--- src/rtl/nmaj_aoi_pkg.sv ---
package nmaj_aoi_pkg;

  // defect selector encoding (2 bits)
  typedef enum logic [1:0] {
    DM_NONE = 2'd0,  // fault-free nested majority
    DM_BMOD = 2'd1,  // B cell moved a little: plain majority of B, D, E
    DM_BSEV = 2'd2,  // B cell moved far: output follows B
    DM_OUTC = 2'd3   // output cell moved
  } defectMode_t;

  localparam int VEC_W    = 5;
  localparam int DISP_LEN = 2;
  localparam int PIN_LEN  = 4;
  localparam int MAX_LEN  = (PIN_LEN > DISP_LEN) ? PIN_LEN : DISP_LEN;
  localparam int IDX_W    = (MAX_LEN > 1) ? $clog2(MAX_LEN) : 1;
  localparam int LEN_W    = IDX_W + 1;

  // control -> datapath strobes
  typedef struct packed {
    logic             clearRes;  // accepted start: wipe results
    logic             evalVec;   // a vector is applied this cycle
    logic             lastVec;   // it is the final vector of the set
    logic             setSel;    // 0 displacement set, 1 pin set
    logic [IDX_W-1:0] vecIdx;    // position inside the set
  } tstStrobes_t;

  function automatic logic maj3(input logic x, input logic y, input logic z);
    return (x & y) | (x & z) | (y & z);
  endfunction

endpackage

--- src/rtl/nmaj_aoi_cell.sv ---
module nmaj_aoi_cell
  import nmaj_aoi_pkg::*;
(
  input  logic       a,
  input  logic       b,
  input  logic       c,
  input  logic       d,
  input  logic       e,
  input  logic [1:0] mode,
  output logic       f
);

  logic innerVote;
  logic goodOut;
  logic outCellOut;

  assign innerVote = maj3(~a, b, ~c);
  assign goodOut   = maj3(d, e, innerVote);

  // response of the cell when its output cell is displaced
  assign outCellOut = (~d & ~e)
                    | ((~d | ~e) & ((~a & b) | (b & ~c) | (~a & ~b & ~c)));

  always_comb begin
    unique case (defectMode_t'(mode))
      DM_NONE: f = goodOut;
      DM_BMOD: f = maj3(b, d, e);
      DM_BSEV: f = b;
      DM_OUTC: f = outCellOut;
      default: f = goodOut;
    endcase
  end

endmodule

--- src/rtl/nmaj_aoi_adder.sv ---
module nmaj_aoi_adder
  import nmaj_aoi_pkg::*;
(
  input  logic x,
  input  logic y,
  input  logic cin,
  output logic sum,
  output logic carry
);

  logic midVote;

  // carry: inner voter forced to pass cin (A=0, C=1), outer votes x, y, cin
  nmaj_aoi_cell i_carryCell (
    .a(1'b0), .b(cin), .c(1'b1), .d(x), .e(y),
    .mode(DM_NONE), .f(carry)
  );

  // midVote = MAJ(x, y, !cin): inner voter yields !cin (A=cin, B=0, C=0)
  nmaj_aoi_cell i_midCell (
    .a(cin), .b(1'b0), .c(1'b0), .d(x), .e(y),
    .mode(DM_NONE), .f(midVote)
  );

  // sum = MAJ(cin, midVote, !carry)
  nmaj_aoi_cell i_sumCell (
    .a(carry), .b(1'b0), .c(1'b0), .d(cin), .e(midVote),
    .mode(DM_NONE), .f(sum)
  );

endmodule

--- src/rtl/nmaj_aoi_tst_ctrl.sv ---
module nmaj_aoi_tst_ctrl
  import nmaj_aoi_pkg::*;
(
  input  logic        clk,
  input  logic        rstN,
  input  logic        start,
  input  logic        setSel,
  output logic        busy,
  output tstStrobes_t stb
);

  typedef enum logic {ST_IDLE = 1'b0, ST_RUN = 1'b1} ctrlState_t;

  ctrlState_t       state;
  logic [IDX_W-1:0] idx;
  logic             setReg;
  logic [LEN_W-1:0] curLen;
  logic             atLast;
  logic             accept;

  assign curLen = setReg ? LEN_W'(PIN_LEN) : LEN_W'(DISP_LEN);
  assign atLast = ({1'b0, idx} == (curLen - LEN_W'(1)));
  assign accept = (state == ST_IDLE) && start;

  always_ff @(posedge clk or negedge rstN) begin
    if (!rstN) begin
      state  <= ST_IDLE;
      idx    <= '0;
      setReg <= 1'b0;
    end else begin
      unique case (state)
        ST_IDLE: begin
          if (start) begin
            state  <= ST_RUN;
            idx    <= '0;
            setReg <= setSel;
          end
        end
        ST_RUN: begin
          if (atLast) begin
            state <= ST_IDLE;
            idx   <= '0;
          end else begin
            idx <= idx + IDX_W'(1);
          end
        end
        default: state <= ST_IDLE;
      endcase
    end
  end

  assign busy         = (state == ST_RUN);
  assign stb.clearRes = accept;
  assign stb.evalVec  = (state == ST_RUN);
  assign stb.lastVec  = (state == ST_RUN) && atLast;
  assign stb.setSel   = setReg;
  assign stb.vecIdx   = idx;


  idx_range_chk: assert property (@(posedge clk) disable iff (!rstN)
    (state == ST_RUN) |-> ({1'b0, idx} < curLen));


  start_ignored_chk: assert property (@(posedge clk) disable iff (!rstN)
    ((state == ST_RUN) && start && !atLast) |=> ((state == ST_RUN) && $stable(setReg)));

endmodule

--- src/rtl/nmaj_aoi_tst_dp.sv ---
module nmaj_aoi_tst_dp
  import nmaj_aoi_pkg::*;
(
  input  logic             clk,
  input  logic             rstN,
  input  tstStrobes_t      stb,
  input  logic [1:0]       dutMode,
  output logic             detect,
  output logic [VEC_W-1:0] failVec,
  output logic             done
);

  logic [VEC_W-1:0] curVec;
  logic             dutOut;
  logic             refOut;
  logic             mismatch;

  // vector bits {A,B,C,D,E}, A at the top
  always_comb begin
    if (!stb.setSel) begin
      curVec = (stb.vecIdx == IDX_W'(0)) ? 5'b00000 : 5'b00001;
    end else begin
      unique case (stb.vecIdx)
        IDX_W'(0): curVec = 5'b01110;
        IDX_W'(1): curVec = 5'b00101;
        IDX_W'(2): curVec = 5'b00000;
        default:   curVec = 5'b00001;
      endcase
    end
  end

  nmaj_aoi_cell i_dutCell (
    .a(curVec[4]), .b(curVec[3]), .c(curVec[2]), .d(curVec[1]), .e(curVec[0]),
    .mode(dutMode), .f(dutOut)
  );

  nmaj_aoi_cell i_refCell (
    .a(curVec[4]), .b(curVec[3]), .c(curVec[2]), .d(curVec[1]), .e(curVec[0]),
    .mode(DM_NONE), .f(refOut)
  );

  assign mismatch = stb.evalVec && (dutOut != refOut);

  always_ff @(posedge clk or negedge rstN) begin
    if (!rstN) begin
      detect  <= 1'b0;
      failVec <= '0;
      done    <= 1'b0;
    end else if (stb.clearRes) begin
      detect  <= 1'b0;
      failVec <= '0;
      done    <= 1'b0;
    end else begin
      if (mismatch && !detect) begin
        detect  <= 1'b1;
        failVec <= curVec;
      end
      if (stb.lastVec) begin
        done <= 1'b1;
      end
    end
  end


  detect_sticky_chk: assert property (@(posedge clk) disable iff (!rstN)
    (detect && !stb.clearRes) |=> detect);


  failvec_hold_chk: assert property (@(posedge clk) disable iff (!rstN)
    (detect && !stb.clearRes) |=> $stable(failVec));


  free_nodetect_chk: assert property (@(posedge clk) disable iff (!rstN)
    $rose(detect) |-> ($past(dutMode) != 2'd0));

endmodule

--- src/rtl/nmaj_aoi_top.sv ---
module nmaj_aoi_top
  import nmaj_aoi_pkg::*;
(
  input  logic       clk,
  input  logic       rstN,
  input  logic       gateA,
  input  logic       gateB,
  input  logic       gateC,
  input  logic       gateD,
  input  logic       gateE,
  input  logic [1:0] gateMode,
  output logic       gateOut,
  input  logic       addA,
  input  logic       addB,
  input  logic       addCin,
  output logic       addSum,
  output logic       addCarry,
  input  logic       tstStart,
  input  logic       tstSet,
  input  logic [1:0] tstMode,
  output logic       tstBusy,
  output logic       tstDone,
  output logic       tstDetect,
  output logic [4:0] tstFailVec
);

  tstStrobes_t stb;

  nmaj_aoi_cell i_gate (
    .a(gateA), .b(gateB), .c(gateC), .d(gateD), .e(gateE),
    .mode(gateMode), .f(gateOut)
  );

  nmaj_aoi_adder i_adder (
    .x(addA), .y(addB), .cin(addCin), .sum(addSum), .carry(addCarry)
  );

  nmaj_aoi_tst_ctrl i_ctrl (
    .clk(clk), .rstN(rstN), .start(tstStart), .setSel(tstSet),
    .busy(tstBusy), .stb(stb)
  );

  nmaj_aoi_tst_dp i_dp (
    .clk(clk), .rstN(rstN), .stb(stb), .dutMode(tstMode),
    .detect(tstDetect), .failVec(tstFailVec), .done(tstDone)
  );


  busy_done_excl_chk: assert property (@(posedge clk) disable iff (!rstN)
    !(tstBusy && tstDone));


  done_after_busy_chk: assert property (@(posedge clk) disable iff (!rstN)
    $rose(tstDone) |-> $past(tstBusy));


  adder_carry_chk: assert property (@(posedge clk) disable iff (!rstN)
    addCarry == ((addA & addB) | (addA & addCin) | (addB & addCin)));


  adder_sum_chk: assert property (@(posedge clk) disable iff (!rstN)
    addSum == (addA ^ addB ^ addCin));

endmodule

--- config.mk ---
export PLATFORM = sky130hd
export DESIGN_NAME = nmaj_aoi_top
export DESIGN_NICKNAME = d
export VERILOG_FILES = /design/src/rtl/nmaj_aoi_pkg.sv /design/src/rtl/nmaj_aoi_cell.sv /design/src/rtl/nmaj_aoi_adder.sv /design/src/rtl/nmaj_aoi_tst_ctrl.sv /design/src/rtl/nmaj_aoi_tst_dp.sv /design/src/rtl/nmaj_aoi_top.sv
export SDC_FILE = /design/constraint.sdc
export NUM_CORES = 1
export LEC_CHECK = 0
export ABC_AREA = 1
export BUFFER_PORTS_ARGS = -buffer_cell sky130_fd_sc_hd__buf_4
export CORE_MARGIN = 2
export CORE_UTILIZATION = 49
export DETAILED_ROUTE_END_ITERATION = 6
export GPL_TIMING_DRIVEN = 0
export PLACE_DENSITY = 0.81
export RECOVER_POWER = 25
export SETUP_SLACK_MARGIN = 0.1
export SLEW_MARGIN = 20
export SYNTH_ARGS = -nofsm -noshare
export SYNTH_HDL_FRONTEND = slang
export SYNTH_SLANG_ARGS = --single-unit
--- constraint.sdc ---
create_clock -name clk -period 2.7 [get_ports clk]
set_input_delay 0.54 -clock clk [delete_from_list [all_inputs] [get_ports clk]]
set_output_delay 0.54 -clock clk [all_outputs]
set_load 0.03 [all_outputs]
==> results_tabular.tex, run 1 <==
\begin{tabular}{lr}
\hline
Metric & Value \\
\hline
\multicolumn{2}{l}{\textbf{Power}} \\
\quad Power Dens Cells & 999 nW/um\^{}2 \\
\quad Comb pwr share & 57.1\% \\
\quad Maximum resistive drop on vdd & 0.650 mV \\
\quad Pint & 0.000445 W \\
\quad Static leakage power & 0.499 nW \\
\quad Clock share of power & approximately 13\% \\
\quad Register share of total power & between 30 and 40\% \\
\quad Switching power total & 0.000437 W \\
\quad Sw frac & about half \\
\multicolumn{2}{l}{\textbf{GRT}} \\
\quad Via count of the first global-routing pass & 494 \\
\quad Wire length of the first global-routing pass & between 2000 and 2500 um \\
\quad Initial antenna violation count & 0 \\
\quad Remaining Overflow, GRT & 0 \\
\quad Global-route usage over all layers & 20.6\% \\
\quad Maximum number of pins on one net before global-route repair & 10 \\
\multicolumn{2}{l}{\textbf{Finish}} \\
\quad Fraction of layout instances using a drive strength above 1 & 26.9\% \\
\quad Layout overhead on the synthesized area & 35.1\% \\
\quad Net count of the finished layout & 141 \\
\quad Inserted Diodes & 0 \\
\quad Commonest cells after routing, fill and taps aside & 26 x sky130\_fd\_sc\_hd\_\_buf\_4, 25 x sky130\_fd\_sc\_hd\_\_nand2\_1, 14 x sky130\_fd\_sc\_hd\_\_inv\_1, 9 x sky130\_fd\_sc\_hd\_\_dfrtp\_1 \\
\quad Final standard cell area without fillers & between 800 and 900 um\^{}2 \\
\quad Leading cell type in the layout, fill and taps excluded & sky130\_fd\_sc\_hd\_\_buf\_4 \\
\multicolumn{2}{l}{\textbf{CTS}} \\
\quad CTS tree & done \\
\quad Max H-tree Level & 1 \\
\quad Clock buffer depth & 2 \\
\quad Clock-pin slew on the worst setup and hold paths & 0.06 ns \\
\quad Clk\_lat worst skew & around 0.27 ns \\
\quad CTS Buf Count & 3 \\
\quad Post-cts hold buffer count & 0 \\
\quad Sinks on the clock net & 9 \\
\quad Count of buffers added by post-CTS timing repair for setup & 0 \\
\quad Resized Gates After CTS & 0 \\
\quad Cell at the root of the clock tree & sky130\_fd\_sc\_hd\_\_clkbuf\_4 \\
\multicolumn{2}{l}{\textbf{Die}} \\
\quad Core Box Area & 1270 um\^{}2 \\
\quad FP Rows & 13 \\
\quad DIE AREA & 1640 um\^{}2 \\
\quad Number of top-level design ports & 27 \\
\quad DIE WIDTH & 40.5 um \\
\quad Initial core utilization & 51.5\% \\
\quad Vertical extent of the die & 40.5 um \\
\multicolumn{2}{l}{\textbf{Detailed routing}} \\
\quad First-pass iteration count of the detailed router & 4 \\
\quad Number of nets with antenna violations after detailed routing & 0 \\
\quad Via density & 5.02 \\
\quad Sum of routed wire length over all layers & 1420 um \\
\quad First DRT Iteration DRCs & 12 \\
\quad Number of vias in the routed layout & between 600 and 700 \\
\quad Detail-routed net length per standard cell & roughly 11 um \\
\quad Remaining routing DRC violations & 0 \\
\multicolumn{2}{l}{\textbf{STA}} \\
\quad Crit path time final & 1.90 ns \\
\quad Number of hold violations in the final report & 0 \\
\quad Setup violators final & 0 \\
\quad Post-Route Skew & around 0.0015 ns \\
\quad Final period utilization & 70.2\% \\
\quad Max-slew violation count & 0 \\
\quad Setup repair after global routing missed its margin & no \\
\quad Upper clock frequency limit & 0.528 GHz \\
\quad Sum Neg Setup Slack & 0 ns \\
\multicolumn{2}{l}{\textbf{Placement}} \\
\quad IO buf count & 25 \\
\quad Area after detailed placement & roughly 860 um\^{}2 \\
\quad Final HPWL from detailed placement & 1150 um \\
\quad Final weighted congestion of routability-driven global placement & 0.888 \\
\multicolumn{2}{l}{\textbf{Synthesis}} \\
\quad Post-synthesis average cell area & 7.26 um\^{}2 \\
\quad Yosys warns & 0 \\
\quad Number of library cell types mapped by synthesis & 18 \\
\quad Mapped Area & 653 um\^{}2 \\
\quad Sequential element share of the synthesized area & 34.5\% \\
\quad Area share of the largest cell type after synthesis & roughly a third \\
\quad Library cell with the largest summed area after synthesis & sky130\_fd\_sc\_hd\_\_dfrtp\_1 \\
\quad Syn Nets & 111 \\
\quad Flip-flop and latch count after synthesis & 9 \\
\quad Mapped Cells & 90 \\
\quad Synth top area cells & sky130\_fd\_sc\_hd\_\_dfrtp\_1 34\%, sky130\_fd\_sc\_hd\_\_nand2\_1 14\%, sky130\_fd\_sc\_hd\_\_inv\_1 8.0\% \\
\multicolumn{2}{l}{\textbf{Setup path}} \\
\quad Maximum fanout encountered on the critical timing path & 2 \\
\quad Crit start category & input pin \\
\quad Crit path arrival time & 1.36 ns \\
\quad Setup crit end kind & output port \\
\quad Worst endpoint required time & 2.16 ns \\
\quad Start-to-end type of the worst setup path & input pin to output port \\
\multicolumn{2}{l}{\textbf{Min path}} \\
\quad Worst hold path type & input pin to async pin \\
\multicolumn{2}{l}{\textbf{Outcome}} \\
\quad Outcome & finished, final reports clean \\
\multicolumn{2}{l}{\textbf{Run}} \\
\quad Number of maximum-capacitance constraint violations & 0 \\
\hline
\end{tabular}
==> logic make-up after synthesis <==
logic type | count (synthesis) | share of synthesized area (%)
DFF | 9 | 34.5
adders and majority gates | 5 | 11.9
xor gates and xnor gates | 1 | 1.34
other | 1 | 0.574
buffers and inverters | 17 | 10.9
AOI/OAI and AO/OA | 9 | 7.28
and+or+nand+nor | 48 | 33.5
==> power by group through the flow <==
| stage | Sequential (W) | Clock, W | Combinational [W] |
|---|---|---|---|
| 2_1_floorplan | 0.000325 | 0 | 0.000287 |
| 6_report | 0.000268 | 0.000110 | 0.000503 |
| 3_5_place_dp | 0.000269 | 0 | 0.000505 |
| 3_3_place_gp | 0.000265 | 0 | 0.000487 |
| 5_1_grt | 0.000278 | 0.000120 | 0.000569 |
| 4_1_cts | 0.000267 | 0.000113 | 0.000508 |
==> Yosys cell counts <==
cell type and count:
sky130_fd_sc_hd__a21oi_1 2, sky130_fd_sc_hd__a31oi_1 2, sky130_fd_sc_hd__buf_4 2, sky130_fd_sc_hd__conb_1 1, sky130_fd_sc_hd__dfrtp_1 9, sky130_fd_sc_hd__fa_1 2, sky130_fd_sc_hd__ha_1 3, sky130_fd_sc_hd__inv_1 14
sky130_fd_sc_hd__inv_2 1, sky130_fd_sc_hd__nand2_1 25, sky130_fd_sc_hd__nand3_1 8, sky130_fd_sc_hd__nand3_2 1, sky130_fd_sc_hd__nand4_1 3, sky130_fd_sc_hd__nor2_1 8, sky130_fd_sc_hd__nor3_1 2, sky130_fd_sc_hd__nor3_4 1
sky130_fd_sc_hd__o21ai_0 5, sky130_fd_sc_hd__xnor2_1 1
==> stage by stage <==
step | total power, W | std cells | hold slack, ns | worst slack [ns] | util (%)
final | 0.000882 | 134 | 0.183 | 0.805 | 69.5
after global routing | 0.000967 | 134 | 0.242 | 0.762 | 69.5
after CTS | 0.000888 | 134 | 0.0759 | 0.800 | 69.8
after detailed placement | 0.000774 | 130 | 0.367 | 0.800 | 67.8
after global placement | 0.000752 | 130 | 0.366 | 0.802 | 67.8
after floorplan | 0.000612 | 90 | 0.244 | 0.873 | -
==> state kept, by name, indices dropped and copies added (netlist names) <==
name / flops
i_dp.failVec: 3
i_ctrl.idx: 2
i_ctrl.setReg: 1
i_dp.detect: 1
i_dp.done: 1
i_ctrl.busy: 1
==> final cells by class <==
type / instances / area [um^2]
inverters: 15 / 56.3
repair buffers: 25 / 184
plain buffers: 2 / 15.0
well taps: 15 / 18.8
clock buffers: 4 / 26.3
flip-flops and latches: 9 / 225
multi-input cells: 64 / 357
fillers: 116 / 387
==> worst max-delay path, stage by stage <==
cell and delay, ns:
sky130_fd_sc_hd__buf_4 0.09, sky130_fd_sc_hd__inv_1 0.05, sky130_fd_sc_hd__fa_1 0.52, sky130_fd_sc_hd__buf_4 0.15
==> worst paths after layout <==
path | startpoint | end | slack, ns | cells after the start
min reg2reg | i_dp.failVec[0] | i_dp.failVec[0] | 0.50 | 2
min | rstN | i_dp.failVec[1] | 0.18 | 1
max | addA | addSum | 0.80 | 4
max reg2reg | i_ctrl.idx[0] | i_dp.failVec[1] | 1.20 | 8
max in group asynchronous | rstN | i_dp.done | 2.20 | 1
min in group clk | tstSet | i_ctrl.setReg | 0.49 | 3
==> routing by layer <==
metal  share of wire (%)  global-route usage [%]  vias to the layer above
li1                    -                       -                      339
met1                  40                    27.0                      313
met2                  53                    29.0                       19
met3                 6.3                    10.0                        2
met4                 1.1                    7.50                        0
met5                   0                       0                        -
Note: power is estimated with default switching activity, not from simulation.
==> run 2, diff against run 1 <==
Settings changed: CORE_UTILIZATION 49 to 46, PLACE_DENSITY 0.81 to 0.77.
Clock period 2.7 ns to 2 ns, I/O delays scaled along.
==> results_tabular.tex, run 2 (synthesis results as in run 1) <==
\begin{tabular}{lr}
\hline
Metric & Value \\
\hline
\multicolumn{2}{l}{\textbf{Die}} \\
\quad Vertical extent of the die & 41.7 um \\
\quad DIE WIDTH & between 40 and 50 um \\
\quad FP Rows & 13 \\
\quad Number of top-level design ports & 27 \\
\quad DIE AREA & 1740 um\^{}2 \\
\quad Core Box Area & 1320 um\^{}2 \\
\quad Initial core utilization & 49.6\% \\
\multicolumn{2}{l}{\textbf{CTS}} \\
\quad Cell at the root of the clock tree & sky130\_fd\_sc\_hd\_\_clkbuf\_4 \\
\quad CTS Buf Count & 3 \\
\quad CTS tree & done \\
\quad Clock-pin slew on the worst setup and hold paths & around 0.060 ns \\
\quad Resized Gates After CTS & 0 \\
\quad Count of buffers added by post-CTS timing repair for setup & 0 \\
\quad Clk\_lat worst skew & 0.26 ns \\
\quad Max H-tree Level & 1 \\
\quad Sinks on the clock net & 9 \\
\quad Clock buffer depth & 2 \\
\multicolumn{2}{l}{\textbf{Power}} \\
\quad Power Dens Cells & around 1300 nW/um\^{}2 \\
\quad Static leakage power & $\sim$0.50 nW \\
\quad Power Total & between 0.001 and 0.0015 W \\
\quad Maximum resistive drop on vdd & roughly 0.84 mV \\
\multicolumn{2}{l}{\textbf{Detailed routing}} \\
\quad Detail-routed net length per standard cell & 10.2 um \\
\quad Via density & 4.84 \\
\quad Remaining routing DRC violations & 0 \\
\quad Number of vias in the routed layout & between 600 and 700 \\
\quad Sum of routed wire length over all layers & 1380 um \\
\quad First DRT Iteration DRCs & 3 \\
\quad First-pass iteration count of the detailed router & 4 \\
\quad Number of nets with antenna violations after detailed routing & 0 \\
\multicolumn{2}{l}{\textbf{STA}} \\
\quad Max-slew violation count & 0 \\
\quad Setup violators final & 0 \\
\quad Post-Route Skew & around 0.0047 ns \\
\quad Setup repair after global routing missed its margin & no \\
\quad Relative slew margins & 64.4\% \\
\quad Crit path time final & between 1.5 and 2 ns \\
\quad Upper clock frequency limit & between 0.6 and 0.7 GHz \\
\quad Number of hold violations in the final report & 0 \\
\quad Sum Neg Setup Slack & 0 ns \\
\quad Hold Slack & 0.354 ns \\
\quad Final period utilization & between 80\% and 90\% \\
\quad Worst-Margin Slew & around 0.53 ns \\
\multicolumn{2}{l}{\textbf{Placement}} \\
\quad Final weighted congestion of routability-driven global placement & 0.816 \\
\quad Final HPWL from detailed placement & 1130 um \\
\quad IO buf count & 25 \\
\multicolumn{2}{l}{\textbf{Finish}} \\
\quad Inserted Diodes & 0 \\
\quad Leading cell type in the layout, fill and taps excluded & sky130\_fd\_sc\_hd\_\_buf\_4 \\
\quad Number of flip-flops under the largest register name & 3 \\
\quad Area of combinational cells with multiple inputs & around 360 um\^{}2 \\
\quad Net count of the finished layout & between 100 and 150 \\
\quad Fraction of layout instances using a drive strength above 1 & 26.7\% \\
\quad Commonest cells after routing, fill and taps aside & 26 x sky130\_fd\_sc\_hd\_\_buf\_4, 25 x sky130\_fd\_sc\_hd\_\_nand2\_1, 14 x sky130\_fd\_sc\_hd\_\_inv\_1, 9 x sky130\_fd\_sc\_hd\_\_dfrtp\_1 \\
\quad Filler instances & 117 \\
\quad Registers with the most flip-flops & i\_dp.failVec x3, i\_ctrl.idx x2 \\
\quad Area occupied by registers & 225 um\^{}2 \\
\quad Layout overhead on the synthesized area & 36.6\% \\
\quad Top reg by flops & i\_dp.failVec \\
\multicolumn{2}{l}{\textbf{Run}} \\
\quad Number of maximum-capacitance constraint violations & 0 \\
\multicolumn{2}{l}{\textbf{Setup path}} \\
\quad Crit start category & input pin \\
\quad Setup crit end kind & output port \\
\quad Setup slack of the worst register-to-register path & 0.51 ns \\
\quad Worst endpoint required time & 1.60 ns \\
\quad Maximum fanout encountered on the critical timing path & 2 \\
\quad Start-to-end type of the worst setup path & input pin to output port \\
\quad Crit path arrival time & 1.22 ns \\
\multicolumn{2}{l}{\textbf{GRT}} \\
\quad Remaining Overflow, GRT & 0 \\
\quad Via count of the first global-routing pass & around 600 \\
\quad Wire length of the first global-routing pass & roughly 2400 um \\
\quad Global-route usage over all layers & roughly 18\% \\
\quad Initial antenna violation count & 0 \\
\quad Maximum number of pins on one net before global-route repair & 10 \\
\multicolumn{2}{l}{\textbf{Min path}} \\
\quad Worst hold path type & input pin to flip-flop \\
\multicolumn{2}{l}{\textbf{Outcome}} \\
\quad Outcome & finished, final reports clean \\
\hline
\end{tabular}
run 2: worst paths after layout:
path	start	to	depth (start not counted)
max	addA	addSum	4
min	tstSet	i_ctrl.setReg	3
max reg2reg	i_ctrl.idx[0]	i_dp.failVec[0]	7
min reg2reg	i_dp.failVec[0]	i_dp.failVec[0]	2
max in group asynchronous	rstN	i_dp.failVec[1]	2
min in group asynchronous	rstN	i_ctrl.idx[0]	2
run 2: what timing repair did:
item | CTS | global route
hold buffers | 1 | 0
endpoints found under the hold margin | 9 | 0
endpoints found under the setup margin | 0 | 0
run 2: worst max-delay path, cell delays in order:
cell	delay (ns)
sky130_fd_sc_hd__buf_4	0.09
sky130_fd_sc_hd__inv_1	0.05
sky130_fd_sc_hd__fa_1	0.52
sky130_fd_sc_hd__buf_4	0.15
run 2: metal layers:
layer	vias to the layer above	wire, um	track usage (%)
met5	-	0	0
met4	0	0	1.94
met3	0	62	7.83
met2	14	734	32.2
met1	299	585	20.0
li1	341	-	-
run 2: stage by stage:
| stage | cell area (um^2) | setup WS (ns) | utilization, % | instances |
|---|---|---|---|---|
| final | 892 | 0.382 | 67.7 | 135 |
| after global routing | 892 | 0.330 | 67.7 | 135 |
| after CTS | 896 | 0.379 | 68.0 | 135 |
| after detailed placement | 860 | 0.380 | 65.2 | 130 |
| after global placement | 860 | 0.380 | 65.2 | 130 |
| after floorplan | 653 | 0.453 | - | 90 |
run 2: area by class of cell:
type / count / area share [%]
multi-input combinational: 64 / 40.0
tap: 15 / 2.10
inverter: 15 / 6.31
buffer: 2 / 1.68
sequential: 9 / 25.2
timing repair buffer: 26 / 21.7
clock buffer: 4 / 2.95
run 2: report_power, final:
part | internal [W] | leakage (nW) | switching [W]
Combinational | 0.000261 | 0.377 | 0.000410
Sequential | 0.000262 | 0.111 | 0.0000977
Clock | 0.0000769 | 0.0150 | 0.0000640
==> run 3, diff against run 2 <==
Settings changed: CORE_ASPECT_RATIO set to 0.9, CORE_UTILIZATION 46 to 41, PLACE_DENSITY 0.77 to 0.73.
Clock period 2 ns to 1.44 ns, I/O delays scaled along.
==> results_tabular.tex, run 3 (synthesis results as in run 1) <==
\begin{tabular}{lr}
\hline
Metric & Value \\
\hline
\multicolumn{2}{l}{\textbf{CTS}} \\
\quad Clock-pin slew on the worst setup and hold paths & 0.06 ns \\
\quad Cell at the root of the clock tree & sky130\_fd\_sc\_hd\_\_clkbuf\_4 \\
\quad Sinks on the clock net & 9 \\
\quad Max H-tree Level & 1 \\
\quad CTS tree & done \\
\quad CTS Buf Count & 3 \\
\quad Clk\_lat worst skew & about 0.27 ns \\
\quad Clock buffer depth & 2 \\
\multicolumn{2}{l}{\textbf{STA}} \\
\quad Max-slew violation count & 0 \\
\quad Final period utilization & 93.4\% \\
\quad Upper clock frequency limit & $\sim$0.74 GHz \\
\quad Number of hold violations in the final report & 0 \\
\quad Crit path time final & 1.34 ns \\
\quad Setup repair after global routing missed its margin & yes \\
\quad Sum Neg Setup Slack & 0 ns \\
\quad Setup violators final & 0 \\
\quad Post-Route Skew & 0.00736 ns \\
\multicolumn{2}{l}{\textbf{Finish}} \\
\quad Number of flip-flops under the largest register name & 3 \\
\quad Utilization after layout & 71.2\% \\
\quad Inserted Diodes & 0 \\
\quad Number of standard cells in the layout, taps in and fillers out & 139 \\
\quad Net count of the finished layout & between 100 and 150 \\
\quad Fraction of layout instances using a drive strength above 1 & $\sim$43\% \\
\quad Layout overhead on the synthesized area & 59.6\% \\
\quad Top reg by flops & i\_dp.failVec \\
\quad Registers with the most flip-flops & i\_dp.failVec x3, i\_ctrl.idx x2 \\
\quad Final standard cell area without fillers & 1040 um\^{}2 \\
\quad Leading cell type in the layout, fill and taps excluded & sky130\_fd\_sc\_hd\_\_buf\_4 \\
\quad Commonest cells after routing, fill and taps aside & 26 x sky130\_fd\_sc\_hd\_\_buf\_4, 22 x sky130\_fd\_sc\_hd\_\_nand2\_1, 10 x sky130\_fd\_sc\_hd\_\_inv\_1, 8 x sky130\_fd\_sc\_hd\_\_dfrtp\_1, 7 x sky130\_fd\_sc\_hd\_\_nor2\_1 \\
\quad Filler instances & 114 \\
\multicolumn{2}{l}{\textbf{Detailed routing}} \\
\quad Number of nets with antenna violations after detailed routing & 0 \\
\quad Remaining routing DRC violations & 0 \\
\quad Via density & 5.12 \\
\quad First DRT Iteration DRCs & 12 \\
\quad Number of vias in the routed layout & 712 \\
\quad First-pass iteration count of the detailed router & 4 \\
\quad Sum of routed wire length over all layers & between 1500 and 2000 um \\
\quad Detail-routed net length per standard cell & roughly 12 um \\
\multicolumn{2}{l}{\textbf{Setup path}} \\
\quad Setup crit end kind & output port \\
\quad Start-to-end type of the worst setup path & input pin to output port \\
\quad Crit path arrival time & approximately 1.1 ns \\
\quad Maximum fanout encountered on the critical timing path & 2 \\
\quad Critical Path Slowest Stage Cell & sky130\_fd\_sc\_hd\_\_fa\_1 \\
\quad Worst endpoint required time & 1.15 ns \\
\quad Crit start category & input pin \\
\quad Critical-path cell list & buf\_8 -> fa\_1 -> buf\_6 \\
\quad Number of cells on the worst reg-to-reg path & 6 \\
\quad Maximum cell stage delay along the critical path & 0.54 ns \\
\multicolumn{2}{l}{\textbf{Die}} \\
\quad Initial core utilization & 44.6\% \\
\quad DIE AREA & roughly 1900 um\^{}2 \\
\quad Vertical extent of the die & between 40 and 50 um \\
\quad FP Rows & 13 \\
\quad DIE WIDTH & 46.1 um \\
\quad Core Box Area & 1460 um\^{}2 \\
\quad Number of top-level design ports & 27 \\
\multicolumn{2}{l}{\textbf{Power}} \\
\quad Static leakage power & roughly 0.54 nW \\
\quad Power Total & 0.00202 W \\
\quad Power Dens Cells & 1940 nW/um\^{}2 \\
\quad Maximum resistive drop on vdd & 1.36 mV \\
\multicolumn{2}{l}{\textbf{Run}} \\
\quad Number of maximum-capacitance constraint violations & 0 \\
\multicolumn{2}{l}{\textbf{Outcome}} \\
\quad Outcome & finished, final reports clean \\
\multicolumn{2}{l}{\textbf{Placement}} \\
\quad Area after detailed placement & 860 um\^{}2 \\
\quad Final HPWL from detailed placement & approximately 1200 um \\
\quad Final weighted congestion of routability-driven global placement & between 0.7 and 0.8 \\
\quad IO buf count & 25 \\
\quad Post-Place Cells & 130 \\
\multicolumn{2}{l}{\textbf{Min path}} \\
\quad Worst hold path type & input pin to flip-flop \\
\quad Worst Hold Depth & 3 \\
\multicolumn{2}{l}{\textbf{GRT}} \\
\quad Maximum number of pins on one net before global-route repair & 10 \\
\quad Via count of the first global-routing pass & 634 \\
\quad Remaining Overflow, GRT & 0 \\
\quad Wire length of the first global-routing pass & 2640 um \\
\quad Initial antenna violation count & 0 \\
\quad Global-route usage over all layers & 19.0\% \\
\hline
\end{tabular}
==> run 3: worst paths after layout <==
path / from / slack, ns / end
max in group asynchronous: rstN / 0.61 / i_ctrl.idx[0]
max: addCin / 0.1 / addSum
max reg2reg: i_ctrl.idx[1] / 0.13 / i_ctrl.idx[1]
min: tstSet / 0.24 / i_ctrl.setReg
min in group asynchronous: rstN / 0.48 / i_dp.failVec[1]
min reg2reg: i_dp.failVec[0] / 0.51 / i_dp.failVec[0]
==> run 3: layer usage <==
layer / part of all wire [%] / track usage (%)
met1: 38 / 22.8
met2: 54 / 30.6
met3: 5.6 / 6.52
met4: 2.7 / 6.86
met5: 0 / 0
==> run 3: area by class of cell <==
class                           instances  area (um^2)  share of cell area, %
Clock buffer                            4         26.3                   2.52
Timing Repair Buffer                   30          243                   23.3
Sequential cell                         9          226                   21.7
Multi-Input combinational cell         64          457                   43.8
Buffer                                  2         15.0                   1.44
Tap cell                               15         18.8                   1.80
Inverter                               15         56.3                   5.40
==> run 3: where the power goes <==
| group | total (W) | internal, W | switching (W) | leakage, nW |
|---|---|---|---|---|
| logic | 0.00129 | 0.000542 | 0.000752 | 0.415 |
| clock network | 0.000204 | 0.000107 | 0.0000966 | 0.0150 |
| registers | 0.000520 | 0.000367 | 0.000153 | 0.110 |
| total | 0.00202 | 0.00102 | 0.00100 | 0.540 |
==> run 3: repair_timing <==
item                                   in CTS  in global routing
hold buffers                                1                  0
setup endpoints to repair                   5                  7
endpoints found under the hold margin       9                  0
setup buffers                               3                  1
pin swaps                                   3                  3
gates resized for setup                    10                 21
==> run 3: critical path, delay by kind of cell <==
| kind | cells | cell delay [ns] |
|---|---|---|
| adders and majority gates | 1 | 0.54 |
| buffers and inverters | 2 | 0.23 |
==> run 3: stage by stage <==
| stage | worst slack (ns) | hold slack (ns) |
|---|---|---|
| after global placement | -0.00683 | 0.116 |
| after floorplan | 0.117 | -0.00759 |
| after global routing | 0.0461 | 0.239 |
| final | 0.0951 | 0.242 |
| after CTS | 0.0945 | 0.229 |
| after detailed placement | -0.0586 | 0.119 |
